[src/rtl/sdr_refresh_pkg.sv]
package sdr_refresh_pkg;

    typedef enum logic [2:0] {
        ST_IDLE,
        ST_PALL,
        ST_PGAP,
        ST_REF,
        ST_RECOV,
        ST_SELF
    } seq_state_t;

    // {cs_n, ras_n, cas_n, we_n}
    localparam logic [3:0] CMD_NOP  = 4'b0111;
    localparam logic [3:0] CMD_PALL = 4'b0010;
    localparam logic [3:0] CMD_REF  = 4'b0001;

    function automatic logic [3:0] burst_len(input logic [2:0] code);
        case (code)
            3'd0:    burst_len = 4'd1;
            3'd1:    burst_len = 4'd2;
            3'd2:    burst_len = 4'd4;
            3'd3:    burst_len = 4'd6;
            default: burst_len = 4'd8;
        endcase
    endfunction

    // log2 of the prescale ratio; 0 means stopped
    function automatic logic [3:0] div_shift(input logic [2:0] sel);
        case (sel)
            3'd1:    div_shift = 4'd2;
            3'd2:    div_shift = 4'd4;
            3'd3:    div_shift = 4'd6;
            3'd4:    div_shift = 4'd8;
            3'd5:    div_shift = 4'd10;
            3'd6:    div_shift = 4'd11;
            3'd7:    div_shift = 4'd12;
            default: div_shift = 4'd0;
        endcase
    endfunction

endpackage

[src/rtl/refresh_timer.sv]
module refresh_timer
    import sdr_refresh_pkg::*;
#(
    parameter int CNT_W = 8,
    parameter int PRE_W = 12
) (
    input  logic             clk,
    input  logic             rst_n,
    input  logic [2:0]       clk_sel,
    input  logic             cnt_wr,
    input  logic [CNT_W-1:0] cnt_wdata,
    input  logic [CNT_W-1:0] cmp_val,
    output logic [CNT_W-1:0] count,
    output logic             match
);

    logic [PRE_W-1:0] pre;
    logic [PRE_W-1:0] mask;
    logic [3:0]       shift;
    logic             running;
    logic             tick;

    assign shift   = div_shift(clk_sel);
    assign running = (clk_sel != 3'd0);

    always_comb begin
        for (int i = 0; i < PRE_W; i++) begin
            mask[i] = (i < int'(shift));
        end
    end

    assign tick  = running && ((pre & mask) == mask);
    assign match = running && (count == cmp_val);

    always_ff @(posedge clk) begin
        if (!rst_n) begin
            pre <= '0;
        end else begin
            pre <= pre + 1'b1;
        end
    end

    always_ff @(posedge clk) begin
        if (!rst_n) begin
            count <= '0;
        end else if (cnt_wr) begin
            count <= cnt_wdata;
        end else if (match) begin
            count <= '0;
        end else if (tick) begin
            count <= count + 1'b1;
        end
    end

endmodule

[src/rtl/refresh_seq.sv]
module refresh_seq
    import sdr_refresh_pkg::*;
#(
    parameter int PEND_W = 3
) (
    input  logic       clk,
    input  logic       rst_n,
    input  logic       auto_mode,
    input  logic       self_mode,
    input  logic       match,
    input  logic [2:0] burst_code,
    input  logic [1:0] twait_pre,
    input  logic [1:0] twait_rec,
    input  logic       grant,
    output logic       req,
    output logic       busy,
    output logic [3:0] cmd,
    output logic       a10,
    output logic       cke
);

    localparam logic [PEND_W-1:0] PEND_MAX = {PEND_W{1'b1}};

    seq_state_t        state, state_nx;
    logic [PEND_W-1:0] pend;
    logic [1:0]        wcnt;
    logic [3:0]        left;
    logic              self_run;
    logic              take, add;

    assign take = (state == ST_IDLE) && grant && !self_mode && auto_mode && (pend != '0);
    assign add  = match && auto_mode && ((pend != PEND_MAX) || take);

    always_ff @(posedge clk) begin
        if (!rst_n) begin
            pend <= '0;
        end else if (add && !take) begin
            pend <= pend + 1'b1;
        end else if (take && !add) begin
            pend <= pend - 1'b1;
        end
    end

    // next-state logic
    always_comb begin
        state_nx = state;
        unique case (state)
            ST_IDLE:  if ((grant && self_mode) || take) state_nx = ST_PALL;
            ST_PALL:  state_nx = (twait_pre == 2'd0) ? ST_REF : ST_PGAP;
            ST_PGAP:  if (wcnt == 2'd1) state_nx = ST_REF;
            ST_REF: begin
                if (self_run)                state_nx = ST_SELF;
                else if (twait_rec != 2'd0)  state_nx = ST_RECOV;
                else if (left != 4'd0)       state_nx = ST_PALL;
                else                         state_nx = ST_IDLE;
            end
            ST_RECOV: if (wcnt == 2'd1) state_nx = (left != 4'd0) ? ST_PALL : ST_IDLE;
            ST_SELF:  if (!self_mode) state_nx = ST_IDLE;
            default:  state_nx = ST_IDLE;
        endcase
    end

    // state register with its wait and burst counters
    always_ff @(posedge clk) begin
        if (!rst_n) begin
            state    <= ST_IDLE;
            wcnt     <= '0;
            left     <= '0;
            self_run <= 1'b0;
        end else begin
            state <= state_nx;
            unique case (state)
                ST_IDLE: begin
                    if (grant && self_mode) begin
                        self_run <= 1'b1;
                        left     <= '0;
                    end else if (take) begin
                        self_run <= 1'b0;
                        left     <= burst_len(burst_code) - 4'd1;
                    end
                end
                ST_PALL:  wcnt <= twait_pre;
                ST_PGAP:  wcnt <= wcnt - 2'd1;
                ST_REF: begin
                    wcnt <= twait_rec;
                    if (!self_run && twait_rec == 2'd0 && left != 4'd0) left <= left - 4'd1;
                end
                ST_RECOV: begin
                    wcnt <= wcnt - 2'd1;
                    if (wcnt == 2'd1 && left != 4'd0) left <= left - 4'd1;
                end
                ST_SELF:  if (!self_mode) self_run <= 1'b0;
                default: ;
            endcase
        end
    end

    // outputs
    always_comb begin
        cmd  = CMD_NOP;
        a10  = 1'b0;
        cke  = 1'b1;
        busy = (state != ST_IDLE);
        req  = (state == ST_IDLE) && (self_mode || (auto_mode && pend != '0));
        unique case (state)
            ST_PALL: begin
                cmd = CMD_PALL;
                a10 = 1'b1;
            end
            ST_REF: begin
                cmd = CMD_REF;
                cke = !self_run;
            end
            ST_SELF: cke = 1'b0;
            default: ;
        endcase
    end

endmodule

[src/rtl/sdram_refresh_ctrl.sv]
module sdram_refresh_ctrl
    import sdr_refresh_pkg::*;
#(
    parameter int CNT_W  = 8,
    parameter int PEND_W = 3
) (
    input  logic             clk,
    input  logic             rst_n,
    input  logic             rf_enable,
    input  logic             rf_selfmode,
    input  logic [2:0]       clk_sel,
    input  logic             cnt_wr,
    input  logic [CNT_W-1:0] cnt_wdata,
    input  logic [CNT_W-1:0] cmp_val,
    input  logic [2:0]       burst_code,
    input  logic [1:0]       twait_pre,
    input  logic [1:0]       twait_rec,
    input  logic             arb_grant,
    output logic             rf_req,
    output logic             rf_busy,
    output logic [CNT_W-1:0] timer_count,
    output logic             sd_cs_n,
    output logic             sd_ras_n,
    output logic             sd_cas_n,
    output logic             sd_we_n,
    output logic             sd_a10,
    output logic             sd_cke
);

    logic       match;
    logic       auto_mode, self_mode;
    logic [3:0] cmd;

    assign auto_mode = rf_enable && !rf_selfmode;
    assign self_mode = rf_enable && rf_selfmode;

    refresh_timer #(.CNT_W(CNT_W), .PRE_W(12)) u_timer (
        .clk       (clk),
        .rst_n     (rst_n),
        .clk_sel   (clk_sel),
        .cnt_wr    (cnt_wr),
        .cnt_wdata (cnt_wdata),
        .cmp_val   (cmp_val),
        .count     (timer_count),
        .match     (match)
    );

    refresh_seq #(.PEND_W(PEND_W)) u_seq (
        .clk        (clk),
        .rst_n      (rst_n),
        .auto_mode  (auto_mode),
        .self_mode  (self_mode),
        .match      (match),
        .burst_code (burst_code),
        .twait_pre  (twait_pre),
        .twait_rec  (twait_rec),
        .grant      (arb_grant),
        .req        (rf_req),
        .busy       (rf_busy),
        .cmd        (cmd),
        .a10        (sd_a10),
        .cke        (sd_cke)
    );

    assign {sd_cs_n, sd_ras_n, sd_cas_n, sd_we_n} = cmd;

endmodule

[config.mk]
export PLATFORM = sky130hd
export DESIGN_NAME = sdram_refresh_ctrl
export DESIGN_NICKNAME = d
export VERILOG_FILES = /design/src/rtl/sdr_refresh_pkg.sv /design/src/rtl/refresh_timer.sv /design/src/rtl/refresh_seq.sv /design/src/rtl/sdram_refresh_ctrl.sv
export SDC_FILE = /design/constraint.sdc
export NUM_CORES = 1
export LEC_CHECK = 0
export BUFFER_PORTS_ARGS = -buffer_cell sky130_fd_sc_hd__buf_2
export CAP_MARGIN = 20
export CORE_MARGIN = 2
export CORE_UTILIZATION = 45
export DETAILED_ROUTE_END_ITERATION = 6
export GPL_ROUTABILITY_DRIVEN = 0
export PLACE_DENSITY = 0.76
export SLEW_MARGIN = 20
export SYNTH_ARGS = -nofsm -noshare
export SYNTH_HDL_FRONTEND = slang
export SYNTH_SLANG_ARGS = --single-unit
[constraint.sdc]
create_clock -name clk -period 2.8 [get_ports clk]
set_clock_uncertainty 0.1 [all_clocks]
set_input_delay 0.28 -clock clk [delete_from_list [all_inputs] [get_ports clk]]
set_output_delay 0.28 -clock clk [all_outputs]
set_load 0.02 [all_outputs]
# ---- After elaboration in Yosys (flattened, before gate mapping)
# Index checks and enable logic that the tools add are counted.
dict set report totals {
  elab_cells 130
  out_inout_bits 16
  register_bits 33
}
dict set report classes {
  eq_ne 26
  n_bitwise 1
  reduce_logical 44
  mux 33
  magnitude_cmp 12
  n_addsub 7
}
# cell n
set ops {}
lappend ops {{2-to-1 mux 4 bit} 8}
lappend ops {{case mux 4 bit (7 select lines)} 1}
lappend ops {{2-to-1 mux 3 bit} 8}
lappend ops {{2-to-1 mux 8 bit} 3}
lappend ops {{== test 3 x 2 -> 1 bit, second input constant} 6}
lappend ops {{== test 3 bit, second input constant} 6}
lappend ops {{logical AND 1 bit} 18}
lappend ops {{case mux 3 bit (6 select lines)} 1}
lappend ops {{nonzero test 3 bit} 6}
lappend ops {{< comparator 3 x 4 -> 1 bit, first input constant} 4}
lappend ops {{< comparator 4 bit, first input constant} 4}
lappend ops {{case mux 4 bit (4 select lines)} 1}
lappend ops {{adder 12 x 1 -> 12 bit, second input constant} 1}
lappend ops {{bitwise AND 12 bit} 1}
lappend ops {{== test 12 bit} 1}
lappend ops {{case mux 4 bit (3 select lines)} 1}
lappend ops {{== test 3 x 1 -> 1 bit, second input constant} 3}
lappend ops {{adder 8 x 1 -> 8 bit, second input constant} 1}
lappend ops {{== test 8 bit} 1}
lappend ops {{< comparator 1 x 4 -> 1 bit, first input constant} 2}
lappend ops {{< comparator 2 x 4 -> 1 bit, first input constant} 2}
lappend ops {{!= test 2 x 1 -> 1 bit, second input constant} 4}
lappend ops {{AND reduction 4 bit} 2}
lappend ops {{subtractor 4 x 1 -> 4 bit, second input constant} 2}
lappend ops {{other kinds (19)} 36}

# ---- Longest topological paths before layout
# Gate-level depths: netlist (run 1).
dict set report logic_depth {
  ltp_word 13
  depth_mapped 11
  mapped_depth_nobuf 11
}

# ---- Hierarchy
# Synthesis (run 1) repeated with hierarchy kept, for this count alone.
dict set report unflattened {
  hier_cells 273
  hier_area_um2 2167.1
}
# module area_per_inst_um2 cells_each n_inst
set by_module_without_submodules {}
lappend by_module_without_submodules {refresh_timer 1153.6 139 1}
lappend by_module_without_submodules {refresh_seq 997.2 132 1}
lappend by_module_without_submodules {sdram_refresh_ctrl 16.3 2 1}

# ---- Worst setup path after synthesis (run 1)
# No wires, ideal clock.
dict set report synth_timing {
  kind {register -> register}
  start {register u_timer.count[1]}
  end {register u_seq.pend[2]}
  arrival_ns 2.575
  setup_time_ns 0.076
  setup_slack_ns 0.050
  synth_period_minus_slack_ns 2.750
  path_stages_with_launch 11
  path_cell_list {dfxtp_1 -> xor2_1 -> nor4_1 -> nand3_1 -> nor4bb_1 -> ha_1 -> inv_1 -> fa_1 -> xor2_1 -> or3_1 -> a21boi_0}
}
dict set report synth_between {
  elab_chain_len 7
  word_cells_on_any_way 9
}
# element line_no
set synth_lines {}
lappend synth_lines {{from (decl)} refresh_timer.sv:13} ;# output logic [CNT_W-1:0] count,
lappend synth_lines {{from (signal assigned)} refresh_timer.sv:47} ;# count <= cnt_wdata;
lappend synth_lines {{from (signal assigned)} refresh_timer.sv:51} ;# count <= count + 1'b1;
lappend synth_lines {{== test 8 bit (*)} refresh_timer.sv:33} ;# assign match = running && (count == cmp_val);
lappend synth_lines {{logical AND 1 bit (*)} refresh_timer.sv:33}
lappend synth_lines {{logical AND 1 bit (*) (2 in series)} refresh_seq.sv:32} ;# assign add = match && auto_mode && ((pend != PEND_MAX) || take);
lappend synth_lines {{logical NOT 1 bit} refresh_seq.sv:39} ;# end else if (take && !add) begin
lappend synth_lines {{logical AND 1 bit} refresh_seq.sv:39}
lappend synth_lines {{nonzero test 2 bit (no source line)} -}
lappend synth_lines {{to (signal assigned)} refresh_seq.sv:38} ;# pend <= pend + 1'b1;
lappend synth_lines {{to (signal assigned)} refresh_seq.sv:40} ;# pend <= pend - 1'b1;
lappend synth_lines {{to (decl)} refresh_seq.sv:25} ;# logic [PEND_W-1:0] pend;
# Mark *: on every way between the ends. The rest lies on a longest branch, timed or not.
# A chain may end at the register's enable or synchronous reset.

# ---- Worst setup path in the final report (run 1)
dict set report layout_timing {
  start {register u_timer.count[0]}
  end {register u_seq.pend[2]}
}
# The elaborated chain is that of the path after synthesis.

==> results of run 1 <==
## stage by stage
step | power, mW | std cells | hold WS (ps)
floorplan | 0.673 | 257 | 319
global placement | 0.749 | 352 | 365
detailed placement | 0.754 | 352 | 375
CTS | 1.22 | 360 | 98.9
global route | 1.27 | 361 | 140
finish | 1.21 | 361 | 102
## registers in the layout, summed over array words and instances (netlist names)
name            cells
u_timer.pre        12
u_timer.count       8
u_seq.wcnt          2
u_seq.left          4
u_seq.pend          3
u_seq.self_run      1
u_seq.state         3
## logic make-up after synthesis
group	after synthesis	synth area share [%]
AOI/OAI and AO/OA	61	19.4
xor gates and xnor gates	23	9.60
adders and majority gates	7	4.53
buffers and inverters	21	4.00
DFF	33	31.5
muxes	5	2.98
other	1	0.179
and+or+nand+nor	106	27.8
## synth_stat cells (6+ instances only)
master	count	area (um^2)
sky130_fd_sc_hd__nand2_1	18	67.6
sky130_fd_sc_hd__clkbuf_1	8	30.0
sky130_fd_sc_hd__xor2_1	13	114
sky130_fd_sc_hd__nand3_1	10	50.1
sky130_fd_sc_hd__a21oi_1	12	60.1
sky130_fd_sc_hd__ha_1	6	75.1
sky130_fd_sc_hd__a21boi_0	6	45.0
sky130_fd_sc_hd__and2_1	12	75.1
sky130_fd_sc_hd__xnor2_1	10	87.6
sky130_fd_sc_hd__o21ai_0	15	75.1
sky130_fd_sc_hd__inv_1	10	37.5
sky130_fd_sc_hd__nor3_1	12	60.1
sky130_fd_sc_hd__nor2_1	14	52.6
sky130_fd_sc_hd__dfxtp_1	33	661
## routing by layer
metal	routed length (um)	vias up	global-route usage, %
met5	0	-	0
met4	29	0	6.29
met3	306	4	3.61
met2	2270	58	32.9
met1	2150	931	23.4
li1	-	1029	-
## power breakdown
part	total [mW]	switching [mW]	internal, mW
sequential	0.509	0.0192	0.490
combinational	0.239	0.132	0.107
clock	0.464	0.198	0.266
## critical path, delay by kind of cell, from the launching register on
| kind | cells | cell delay (ps) |
|---|---|---|
| XOR/XNOR | 2 | 350 |
| adder cells (fa/ha/maj) | 2 | 580 |
| AND/OR/NAND/NOR | 4 | 1060 |
| flip-flops | 1 | 320 |
| AO/OA/AOI/OAI | 1 | 140 |
| buffers and inverters | 1 | 50 |
## worst max path at each step
stage                     startpoint            end  slack [ps]  cells past startpoint
floorplan           u_timer.count[1]  u_seq.pend[2]          50                     10
global placement          cmp_val[7]  u_seq.pend[2]         100                     11
detailed placement        cmp_val[7]  u_seq.pend[2]          10                     11
CTS                 u_timer.count[7]  u_seq.pend[2]          50                     10
global route        u_timer.count[5]  u_seq.pend[2]           2                     10
finish              u_timer.count[0]  u_seq.pend[2]         130                     10
## final cells by class
| type | instances | area [um^2] | share of cell area, % |
|---|---|---|---|
| clock buffers | 5 | 68.8 | 2.69 |
| clock inverters | 3 | 46.3 | 1.81 |
| inverters | 10 | 37.5 | 1.47 |
| multi-input cells | 203 | 1380 | 53.8 |
| flip-flops and latches | 33 | 663 | 26.0 |
| well taps | 52 | 65.1 | 2.55 |
| repair buffers | 55 | 298 | 11.7 |
## timing repair
action,in CTS,in global routing
endpoints found under the hold margin,0,0
hold buffers,0,0
setup endpoints to repair,0,1
setup buffers,0,1
gates resized for setup,0,8
==> impl_summary.md, run 1 <==
Die
The floorplan die width is 72.3 um. Measured along the y axis, the die boundary spans 72.3 um. The area inside the core boundary is 4410 um^2. The initial standard-cell utilization of the core is 47.5%. The die covers 5230 um^2. During I/O placement, the number of pins put on the boundary was 48.

The placement row count is 24.

Synthesis
The synthesized design contains 0 enable-type register cells. In this run, synthesis produced a sequential element count of 33. Counting every instance in the synthesized netlist gives 257. The netlist uses 50 different library cells. In this run the cell area of the synthesized design comes to 2100 um^2.

For this run, the number of Yosys warnings is 0. The average cell area after synthesis is 8.16 um^2. The proportion of synthesized chip area in sequential cells is 31.5%.

After synthesis, the share of flip-flops with an asynchronous set or reset is 0%. For this run, the leading register cell type out of synthesis is sky130_fd_sc_hd__dfxtp_1. The net count of the mapped netlist is 296.

Detailed routing
The count of nets left with antenna violations once routing finished came out at 0. The detailed-route via count is 2022. In the final routed layout, each cell accounts on average for 13.2 um. The ratio of routed vias to standard cells is 5.60. The final layout contains routed wiring with a total length of 4.75 mm. The detailed-routing iteration count for the pre-antenna-repair pass is 5. In the routed design, unresolved DRC markers number 0. The number of DRC markers in iteration 0 is 128.

Final layout
The number of fill cells in the layout is 421. The final net count is 347. Summing all non-filler instances in the final layout gives an area of 2550 um^2.

Once layout is complete, the utilization of the core stands at 57.9%. 0 antenna diodes ended up in the layout. Leaving out fill and tap cells, the most frequent cell in the layout is sky130_fd_sc_hd__buf_2.

The ratio of cells with drive above 1 in the final layout is 24.3%. The top cell types in the final layout, fill and taps aside, are sky130_fd_sc_hd__buf_2 (46), sky130_fd_sc_hd__dfxtp_1 (31), sky130_fd_sc_hd__nand2_1 (18), sky130_fd_sc_hd__o21ai_0 (15), sky130_fd_sc_hd__nor2_1 (14). The relative area change from synthesis to final layout is 21.7%.

Critical path
The category of the worst setup path launch point is a flop. Traced cell by cell, the critical path runs through xor2_1, nor4_2, nand3_1, nor4bb_1, ha_2, inv_1, fa_2, xor2_1, or3_1, a21boi_1. For flop-to-flop paths, the worst setup slack is 130 ps.

The worst reg2reg path depth is 10. The source of the worst register-to-register timing path is u_timer.count[0]. The worst endpoint data arrival time is 2800 ps.

The sort of element at the end of the critical path is a flop. In this design, the critical path's most frequently occurring cell is sky130_fd_sc_hd__xor2_1. For the worst setup path, the data required time is 2930 ps. The critical path in this run is classified as flop to flop. In this design, the stage delay of the slowest critical-path cell is 340 ps. The top fanout value on the critical path is 2. The critical path's slowest cell is sky130_fd_sc_hd__fa_2.

The endpoint identified for the worst register-to-register timing path is u_seq.pend[2].

Timing
Of the available clock period, the critical path in the final layout requires 95.2%. The final number of setup-violating endpoints is 0. The worst path meets setup with 134 ps of slack. The count of final max-slew check failures is 0. Static timing analysis puts the maximum clock frequency at 0.375 GHz. The hold violation total from the final report is 0.

The smallest clock period supported by the final layout is computed as 2670 ps. The headroom to the max-slew limit is 58.7%. The slew at the pin with the worst max-slew slack is 614 ps.

Setup repair after global routing left no endpoint under its margin. The final setup TNS is 0 ps.

CTS
The root buffer selected by CTS is sky130_fd_sc_hd__clkbuf_8. The clock transition at the registers of the reported paths is 80 ps. The clock latency on the worst-skew pair is 300 ps.

The CTS H-tree depth is 2. TritonCTS built the clock tree. In this run the deepest clock path goes through 2 buffers. Clock tree synthesis inserted a total of 5 buffers. The number of sinks handled by clock tree synthesis is 33.

Power and ir drop
IR analysis of the VDD net gives a maximum drop of 0.255 mV. The ratio of total power to cell area is 475 nW/um^2. For this design the static power due to leakage is 1.10 nW.

Outcome
The run finished with clean final reports.

GRT
The wire length of the first global-routing pass is 8.02 mm. The global-route usage over all layers is 18.9%. The number of antenna violations at the first check in global routing is 0. The via count of the first global-routing pass is 1868. For this run the aggregate overflow at the end of global routing stands at 0. The maximum number of pins on one net before global-route repair is 32.

Flow run
The number of maximum-capacitance violations is 0.

Hold path
The endpoint of the worst hold path is u_timer.count[0]. The startpoint identified for the worst hold timing path is cnt_wdata[0]. Along the worst hold path, the cell count comes to 3. The path type of the worst min-delay path is primary input to flop.

Placement
In this run the cell area measured after placement is 2410 um^2. The number of I/O port buffers is 46. The estimated wirelength of the detail-placed design is 3.49 mm. The setup slack after placement is 9.57 ps.
(Power assumes the default switching activity.)
==> run 2, diff against run 1 <==
==> constraint.sdc (replaced) <==
create_clock -name clk -period 2.8 [get_ports clk]
set_clock_uncertainty 0.1 [all_clocks]
set_input_delay 0.56 -clock clk [delete_from_list [all_inputs] [get_ports clk]]
set_output_delay 0.56 -clock clk [all_outputs]
set_load 0.02 [all_outputs]
==> impl_summary.md, run 2 (same netlist as run 1, synthesis figures left out) <==
Outcome
The flow ran to the end, and the final reports show no timing, DRC or antenna violations.

Final layout
The cell area after layout is 2610 um^2 (+2.3%). The most flop-heavy register is u_timer.pre. The final net count came to 358 (+3.2%). The relative area change from synthesis to final layout is 24.5%. The number of non-filler instances in the completed layout is 371 (+2.8%). The ratio of cells with drive above 1 in the final layout is 26.6% (+2.4 points). The footprint of the flip-flops and latches is 667 um^2 (+0.57%).

The number of fill cells in the layout came to 408 (-3.1%). The most common cell after layout, fill and taps aside is sky130_fd_sc_hd__buf_2. The number of antenna diodes is 0 (unchanged).

Leaving out fill and tap cells, the most frequent cells in the layout are sky130_fd_sc_hd__buf_2 (46), sky130_fd_sc_hd__dfxtp_1 (30), sky130_fd_sc_hd__buf_4 (20), sky130_fd_sc_hd__nand2_1 (18), sky130_fd_sc_hd__o21ai_0 (15). The flip-flop count of the largest register after layout is 12 (unchanged). The largest registers in the layout are u_timer.pre: 12 flops, u_timer.count: 8 flops, u_seq.left: 4 flops. The area taken by multi-input logic gates is 1380 um^2 (about the same).

Hold path
The path type of the worst min-delay path is flop to flop.

Timing
The hold violation total from the final report is 0 (unchanged). The part of the cycle the worst path needs came to 96.0% (+0.83 points). The final setup TNS was 0 ps (unchanged). The count of final max-slew check failures is 0 (unchanged). The headroom to the max-slew limit was 62.6% (+4.0 points).

The time the worst path needs with I/O delays and setup is 2690 ps (+23.3 ps). Setup repair after global routing could not meet its margin everywhere. The final number of setup-violating endpoints was 0 (unchanged). The maximum frequency from static timing analysis is 0.372 GHz (-0.87%). The slew at the pin with the worst max-slew slack is 555 ps (-59.5 ps).

Power and ir drop
The highest ir drop seen on vdd is 0.217 mV (-15%). The post-route total power is 1.12 mW (-7.6%). The cell leakage power is 1.14 nW (+3.9%).

The ratio of total power to cell area was 429 nW/um^2 (-9.7%).

Detailed routing
The detailed-routing iteration count for the pre-antenna-repair pass came to 4 (-1). The detailed-route via count is 2058 (+1.8%). The number of nets with antenna violations after detailed routing is 0 (unchanged). The number of DRC violations after detailed routing is 0 (unchanged).

The ratio of routed vias to standard cells is 5.55 (-0.96%). The number of DRC markers in iteration 0 was 100 (-22%). The total routed wirelength is 4.91 mm (+3.3%). The final routed wire length divided by cell count is 13.2 um (+0.48%).

CTS
TritonCTS built the clock tree. The number of sinks handled by clock tree synthesis is 33 (unchanged). The root buffer selected by CTS is sky130_fd_sc_hd__clkbuf_8. The clock latency on the worst-skew pair is 280 ps (-20 ps). The number of clock buffers inserted by TritonCTS is 5 (unchanged). The worst-case clock buffer depth came to 2 (unchanged). The CTS H-tree depth is 2 (unchanged). The clock transition at the registers of the reported paths is 70 ps (about the same).

GRT
The total grt overflow is 0 (unchanged). The global-route usage over all layers is 19.9% (+0.99 points). The via count of the first global-routing pass is 1882 (+0.75%). The maximum number of pins on one net before global-route repair was 32 (unchanged).

The number of antenna violations at the first check in global routing is 0 (unchanged). The wire length of the first global-routing pass is 8.32 mm (+3.8%).

Placement
The number of I/O port buffers came to 46 (unchanged). The cell area after placement is 2500 um^2 (+3.9%). The number of cells in the design after placement is 363 (+3.1%). The estimated wirelength of the detail-placed design is 3.57 mm (+2.4%).

Critical path
The top fanout value on the critical path came to 5 (+3). The worst endpoint data arrival time is 2810 ps (about the same). The required time of the critical path was 2920 ps (about the same).

The critical path is of the flop to flop type. The sort of element at the end of the critical path is a flop. The category of the worst setup path launch point is a flop.

Die
The die span in y is 72.3 um (unchanged). The placement row count is 24 (unchanged). The floorplan die width is 72.3 um (unchanged). The initial standard-cell utilization of the core is 47.5% (unchanged). The area inside the core boundary is 4410 um^2 (unchanged). The I/O pin count was 48 (unchanged). The die area is 5230 um^2 (unchanged).

Flow run
The number of maximum-capacitance violations is 0 (unchanged).
run 2: changes by cell type in the layout (fill, tap and decap cells not counted), sizes merged:
cell | before | now
clkbuf | 5 | 7
clkinvlp | 1 | 0
clkinv | 1 | 0
bufinv | 1 | 0
buf | 55 | 66
run 2: cell type report:
class                      count  area share (%)
tap                           52            2.49
inverter                      10            1.44
clock buffer                   7            3.30
sequential                    33            25.5
timing repair buffer          66            14.6
multi-input combinational    203            52.7
run 2: stage by stage:
stage | hold WS [ps] | setup WS, ps | util [%]
6_report | 381 | 111 | 59.2
5_1_grt | 407 | -53.8 | 59.2
4_1_cts | 386 | 26.9 | 58.8
3_5_place_dp | 371 | -246 | 56.7
3_3_place_gp | 366 | -115 | 56.7
2_1_floorplan | 344 | 21.0 | -
run 2: critical path: stages, from the launching register on:
cell	delay (ps)
sky130_fd_sc_hd__dfxtp_4	360
sky130_fd_sc_hd__xor2_1	170
sky130_fd_sc_hd__nor4_2	300
sky130_fd_sc_hd__nand3_1	170
sky130_fd_sc_hd__nor4bb_2	300
sky130_fd_sc_hd__ha_2	230
sky130_fd_sc_hd__inv_1	50
sky130_fd_sc_hd__fa_2	330
sky130_fd_sc_hd__xor2_1	180
sky130_fd_sc_hd__or3_1	310
sky130_fd_sc_hd__a21boi_1	130
run 2: routing by layer:
layer,up-vias,wire length (um),global-route usage [%]
li1,1047,-,-
met1,936,2280,25.1
met2,67,2250,33.3
met3,8,300,4.72
met4,0,70,6.71
met5,-,0,0
run 2: report_power, final:
part | leakage, nW | internal, mW | switching, mW | total [mW]
sequential | 0.270 | 0.491 | 0.0212 | 0.512
combinational | 0.828 | 0.113 | 0.132 | 0.245
clock | 0.0443 | 0.195 | 0.169 | 0.364
total | 1.14 | 0.798 | 0.322 | 1.12
run 2: path summary, 6_finish.rpt:
check	cells past startpoint	slack (ps)	startpoint	end
setup / recovery	10	110	u_timer.count[0]	u_seq.pend[2]
hold / removal	1	380	u_timer.pre[0]	u_timer.pre[0]
setup reg to reg	10	110	u_timer.count[0]	u_seq.pend[2]
hold reg to reg	1	380	u_timer.pre[0]	u_timer.pre[0]
run 2: timing repair:
| item | 4_1_cts | 5_1_grt |
|---|---|---|
| setup endpoints to repair | 1 | 1 |
| setup buffers | 0 | 1 |
| gates resized for setup | 1 | 5 |
| cloned | 0 | 0 |
| hold buffers | 0 | 0 |
| pin swaps | 0 | 5 |
